[src/rtl/subband_reorder_pkg.sv]
// Package: shared widths and phase encoding for the sub-band reorder unit.
// Assumes the phase encoding below is used by every module of the block.
package subband_reorder_pkg;

    // Default coefficient width carried on every lane and output.
    parameter int unsigned COEF_W_DEF = 15;

    // Pair type expected on the next valid input cycle.
    typedef enum logic {
        PH_HIGH_PAIR = 1'b0,   // lanes carry (HL, HH)
        PH_LOW_PAIR  = 1'b1    // lanes carry (LL, LH)
    } pair_phase_e;

endpackage

[src/rtl/reorder_phase_tracker.sv]
// Module: keeps track of which pair type the next valid input carries.
// Assumes the source strictly alternates pair types on valid cycles and
// starts every stream with a high-band pair after reset.
module reorder_phase_tracker
    import subband_reorder_pkg::*;
(
    input  logic        clk,
    input  logic        rst_n,
    input  logic        in_valid,
    output pair_phase_e phase,
    output logic        take_high,
    output logic        take_low
);

    pair_phase_e phase_q;

    // Toggle the phase only on accepted input cycles.
    always_ff @(posedge clk) begin
        if (!rst_n) begin
            phase_q <= PH_HIGH_PAIR;
        end else if (in_valid) begin
            phase_q <= (phase_q == PH_HIGH_PAIR) ? PH_LOW_PAIR : PH_HIGH_PAIR;
        end
    end

    // Decode the per-cycle capture enables from phase and strobe.
    always_comb begin
        take_high = in_valid && (phase_q == PH_HIGH_PAIR);
        take_low  = in_valid && (phase_q == PH_LOW_PAIR);
    end

    assign phase = phase_q;

endmodule

[src/rtl/reorder_pair_hold.sv]
// Module: holds the high-band (HL, HH) pair until its low-band partner comes.
// Assumes take_high is asserted only on a valid high-band cycle.
module reorder_pair_hold #(
    parameter int unsigned COEF_W = 15
) (
    input  logic              clk,
    input  logic              rst_n,
    input  logic              take_high,
    input  logic [COEF_W-1:0] lane_a,
    input  logic [COEF_W-1:0] lane_b,
    output logic [COEF_W-1:0] held_hl,
    output logic [COEF_W-1:0] held_hh
);

    // Capture lane A as HL and lane B as HH on a high-band cycle.
    always_ff @(posedge clk) begin
        if (!rst_n) begin
            held_hl <= '0;
            held_hh <= '0;
        end else if (take_high) begin
            held_hl <= lane_a;
            held_hh <= lane_b;
        end
    end

endmodule

[src/rtl/reorder_out_stage.sv]
// Module: registers one complete four-coefficient group and its strobe.
// Assumes take_low marks the cycle whose lanes carry (LL, LH) and that the
// held HL/HH inputs belong to the same position.
module reorder_out_stage #(
    parameter int unsigned COEF_W = 15
) (
    input  logic              clk,
    input  logic              rst_n,
    input  logic              take_low,
    input  logic [COEF_W-1:0] lane_a,
    input  logic [COEF_W-1:0] lane_b,
    input  logic [COEF_W-1:0] held_hl,
    input  logic [COEF_W-1:0] held_hh,
    output logic              grp_valid,
    output logic [COEF_W-1:0] grp_ll,
    output logic [COEF_W-1:0] grp_lh,
    output logic [COEF_W-1:0] grp_hl,
    output logic [COEF_W-1:0] grp_hh
);

    // The strobe follows the low-band capture by one register stage.
    always_ff @(posedge clk) begin
        if (!rst_n) begin
            grp_valid <= 1'b0;
        end else begin
            grp_valid <= take_low;
        end
    end

    // Load all four coefficients together; hold them between groups.
    always_ff @(posedge clk) begin
        if (!rst_n) begin
            grp_ll <= '0;
            grp_lh <= '0;
            grp_hl <= '0;
            grp_hh <= '0;
        end else if (take_low) begin
            grp_ll <= lane_a;
            grp_lh <= lane_b;
            grp_hl <= held_hl;
            grp_hh <= held_hh;
        end
    end

endmodule

[src/rtl/subband_reorder.sv]
// Module: top of the reorder unit. It turns the alternating (HL,HH)/(LL,LH)
// pair stream into four parallel sub-band outputs with one strobe.
// Assumes a synchronous active-low reset and a source that never breaks the
// alternation. The first valid cycle after reset is a high-band pair.
module subband_reorder
    import subband_reorder_pkg::*;
#(
    parameter int unsigned COEF_W = COEF_W_DEF
) (
    input  logic              clk,
    input  logic              rst_n,
    input  logic              in_valid,
    input  logic [COEF_W-1:0] in_a,
    input  logic [COEF_W-1:0] in_b,
    output logic              out_valid,
    output logic [COEF_W-1:0] out_ll,
    output logic [COEF_W-1:0] out_lh,
    output logic [COEF_W-1:0] out_hl,
    output logic [COEF_W-1:0] out_hh
);

    pair_phase_e       phase;
    logic              take_high;
    logic              take_low;
    logic [COEF_W-1:0] held_hl;
    logic [COEF_W-1:0] held_hh;

    reorder_phase_tracker u_phase (
        .clk       (clk),
        .rst_n     (rst_n),
        .in_valid  (in_valid),
        .phase     (phase),
        .take_high (take_high),
        .take_low  (take_low)
    );

    reorder_pair_hold #(.COEF_W(COEF_W)) u_hold (
        .clk       (clk),
        .rst_n     (rst_n),
        .take_high (take_high),
        .lane_a    (in_a),
        .lane_b    (in_b),
        .held_hl   (held_hl),
        .held_hh   (held_hh)
    );

    reorder_out_stage #(.COEF_W(COEF_W)) u_out (
        .clk       (clk),
        .rst_n     (rst_n),
        .take_low  (take_low),
        .lane_a    (in_a),
        .lane_b    (in_b),
        .held_hl   (held_hl),
        .held_hh   (held_hh),
        .grp_valid (out_valid),
        .grp_ll    (out_ll),
        .grp_lh    (out_lh),
        .grp_hl    (out_hl),
        .grp_hh    (out_hh)
    );

endmodule

[config.mk]
export PLATFORM = sky130hd
export DESIGN_NAME = subband_reorder
export DESIGN_NICKNAME = d
export VERILOG_FILES = /design/src/rtl/subband_reorder_pkg.sv /design/src/rtl/reorder_phase_tracker.sv /design/src/rtl/reorder_pair_hold.sv /design/src/rtl/reorder_out_stage.sv /design/src/rtl/subband_reorder.sv
export SDC_FILE = /design/constraint.sdc
export NUM_CORES = 1
export LEC_CHECK = 0
export BUFFER_PORTS_ARGS = -buffer_cell sky130_fd_sc_hd__buf_2
export CORE_MARGIN = 2
export CORE_UTILIZATION = 56
export DETAILED_ROUTE_END_ITERATION = 10
export GPL_TIMING_DRIVEN = 0
export PLACE_DENSITY = 0.84
export REMOVE_ABC_BUFFERS = 1
export SLEW_MARGIN = 20
export SYNTH_ARGS = -nofsm -noshare
export SYNTH_HDL_FRONTEND = slang
export SYNTH_SLANG_ARGS = --single-unit
[constraint.sdc]
create_clock -name clk -period 2.09 [get_ports clk]
set_input_delay 0.418 -clock clk [delete_from_list [all_inputs] [get_ports clk]]
set_output_delay 0.418 -clock clk [all_outputs]
set_load 0.005 [all_outputs]
==> metrics.csv <==
stage,metric,value,unit
run_status,status,finished clean,
global_route,wire length of the first global-routing pass,10800,um
placement,pre-CTS WS,0.322,ns
timing,Rel. slew slack,31.4,%
cts,CTS-repair resized insts,0,
worst_setup_path,CP max stage delay,0.87,ns
global_route,grt total ovfl,0,
power_and_ir_drop,Max VDD drop,0.556,mV
final_layout,antenna cells,0,
yosys,part of the Yosys area used for sequential elements,52.6,%
global_route,All-Layer GR Usage,18.8,%
timing,Final Setup Violations,0,
power_and_ir_drop,power per cell area,823,nW/um^2
timing,fmax,602,MHz
worst_setup_path,CP endpoint kind,register,
cts,clk buf depth,2,
cts,# clock sinks,92,
placement,number of port buffers,93,
floorplanning,core area,5990,um^2
worst_setup_path,FF-to-FF path depth,2,
yosys,Post-Syn Area,3500,um^2
route,Vias,2454,
placement,gp weighted congestion,0.717,
cts,Worst-path clk slew,0.09,ns
global_route,largest net degree at the start of global routing,64,
yosys,Yosys reg bits,92,
cts,CTS tree,built,
timing,Setup Skew,0.00848,ns
yosys,Mapped Cells,332,
power_and_ir_drop,LEAKAGE,0.00181,uW
worst_setup_path,crit path launch type,register,
route,Residual DRC,0,
yosys,Synth Warn #,0,
timing,setup_tns,0,ns
route,router iterations before antenna repair,4,
final_layout,post-route cell area,4050,um^2
worst_setup_path,"Max FO, Critical Path",60,
min_path,Worst Hold Depth,3,
final_layout,layout cells sized above 1,27.3,%
timing,Slew @ Worst Pin,1.03,ns
cts,clock root buffer,clkbuf_8,
yosys,library cells used by synthesis,12,
placement,DP HPWL,4290,um
floorplanning,io pins,94,
floorplanning,die height,83.0,um
timing,final setup margin,0.429,ns
yosys,Synth Area per Inst,10.5,um^2
global_route,initial antenna violation count,0,
run,Maximum Capacitance Violations,0,
worst_setup_path,kind of critical path,register to register,
timing,"Hold Violations, Final",0,
cts,Post-CTS Hold Fix Bufs,0,
cts,Num CTS Buffers,9,
route,vias per cell,4.98,
timing,RSZ-0062 raised after global routing,false,
placement,DP Area,3850,um^2
worst_setup_path,cells along the critical path,"and2_4, mux2i_1",
route,final WL,6330,um
cts,H-Tree Depth,3,
floorplanning,die width,83.0,um
cts,Skew-Pair Late Insertion Delay,0.35,ns
floorplanning,cell row count,28,
floorplanning,area of the die,6900,um^2
timing,Worst Hold Margin,0.324,ns
route,Initial DRC Count,68,
power_and_ir_drop,Tot Pwr,3330,uW
worst_setup_path,"Slowest-stage cell, CP",and2_4,
route,post-detailed-route count of antenna-violating nets,0,
timing,Final min period,1.66,ns
worst_setup_path,Critical Path RT,2.36,ns
min_path,Hold WC Path Type,input port to register,
final_layout,Fillers,460,
timing,Final Cycle Share,79.5,%
timing,"Slew Viols, Final",0,
cts,postcts setup bufs,0,
floorplanning,Initial Utilization,58.4,%
worst_setup_path,CP Data Arrival Time,1.94,ns
global_route,vias in the first global route,2436,
route,drt wl/cell,12.8,um
final_layout,area delta synth->final,15.8,%
final_layout,# nets final,446,
==> metal layers <==
| metal | GRT usage [%] | share of wire (%) | vias to the layer above |
|---|---|---|---|
| li1 | - | - | 1238 |
| met1 | 21.6 | 44 | 1143 |
| met2 | 32.1 | 48 | 67 |
| met3 | 7.26 | 6.5 | 6 |
| met4 | 5.96 | 0.60 | 0 |
| met5 | 0 | 0 | - |
==> worst max-delay path, delay by kind of cell (launching register included) <==
family,cells,cell delay [ns]
AND/OR/NAND/NOR,1,0.87
flip-flops,1,0.42
multiplexers,1,0.28
==> layout by cell type (no fill, tap or decap) <==
cell type and instances:
and2b_2 1, and2_4 1, dfxtp_1 92, clkbuf_8 10, bufinv_16 1, buf_12 1, buf_4 1, clkinvlp_4 3
nor2b_4 1, and3_2 1, nand2_1 120, o21a_1 1, mux2i_1 90, buf_2 92, clkinv_4 1, clkbuf_1 1
buf_16 1
==> synthesized netlist by cell type, drive strengths merged <==
| master | n | area share [%] |
|---|---|---|
| and2 | 1 | 0.25 |
| dfxtp | 92 | 53 |
| o21a | 1 | 0.21 |
| and2b | 1 | 0.25 |
| nand2 | 120 | 13 |
| nor2b | 1 | 0.25 |
| and3 | 1 | 0.21 |
| buf | 25 | 7.5 |
| mux2i | 90 | 26 |
==> power by group <==
part           internal [uW]  total (uW)  switching [uW]
Sequential              1820        1850            26.8
Clock                    588        1200             609
Combinational            133         286             153
==> layout make-up <==
type                            count  area [um^2]  area share (%)
Sequential cell                    92         1840            45.5
Multi-Input combinational cell    215         1400            34.5
Timing Repair Buffer               95          515            12.7
Clock buffer                       11          141            3.49
Tap cell                           75         93.8            2.32
Clock inverter                      5         61.3            1.51
==> sequential cells by signal, summed over array words and instances, names as in the netlist <==
name	flops
u_hold.held_hh	15
u_hold.held_hl	15
u_out.grp_hh	15
u_out.grp_hl	15
u_out.grp_lh	15
u_out.grp_ll	15
u_out.grp_valid	1
u_phase.phase	1
==> cells by family (layout without fill, tap and decap cells) <==
family | count (synthesis) | in the layout | share of synthesized area (%)
and+or+nand+nor | 124 | 124 | 13.8
DFF | 92 | 92 | 52.6
muxes | 90 | 90 | 25.8
AOI/OAI and AO/OA | 1 | 1 | 0.215
buffers and inverters | 25 | 111 | 7.55
==> final timing paths <==
check                        to       startpoint  slack, ns
min reg2reg     u_out.grp_hl[1]  u_out.grp_hl[1]       0.46
max             u_out.grp_hh[1]    u_phase.phase       0.43
min          u_hold.held_hh[12]         in_b[12]       0.32
max reg2reg     u_out.grp_hh[1]    u_phase.phase       0.43
==> metrics by stage <==
stage          instances  util (%)
5_1_grt              493      67.6
3_5_place_dp         477      64.2
3_3_place_gp         475      63.3
2_1_floorplan        307         -
4_1_cts              493      67.6
6_report             493      67.6
Note: power is estimated with default switching activity, not from simulation.
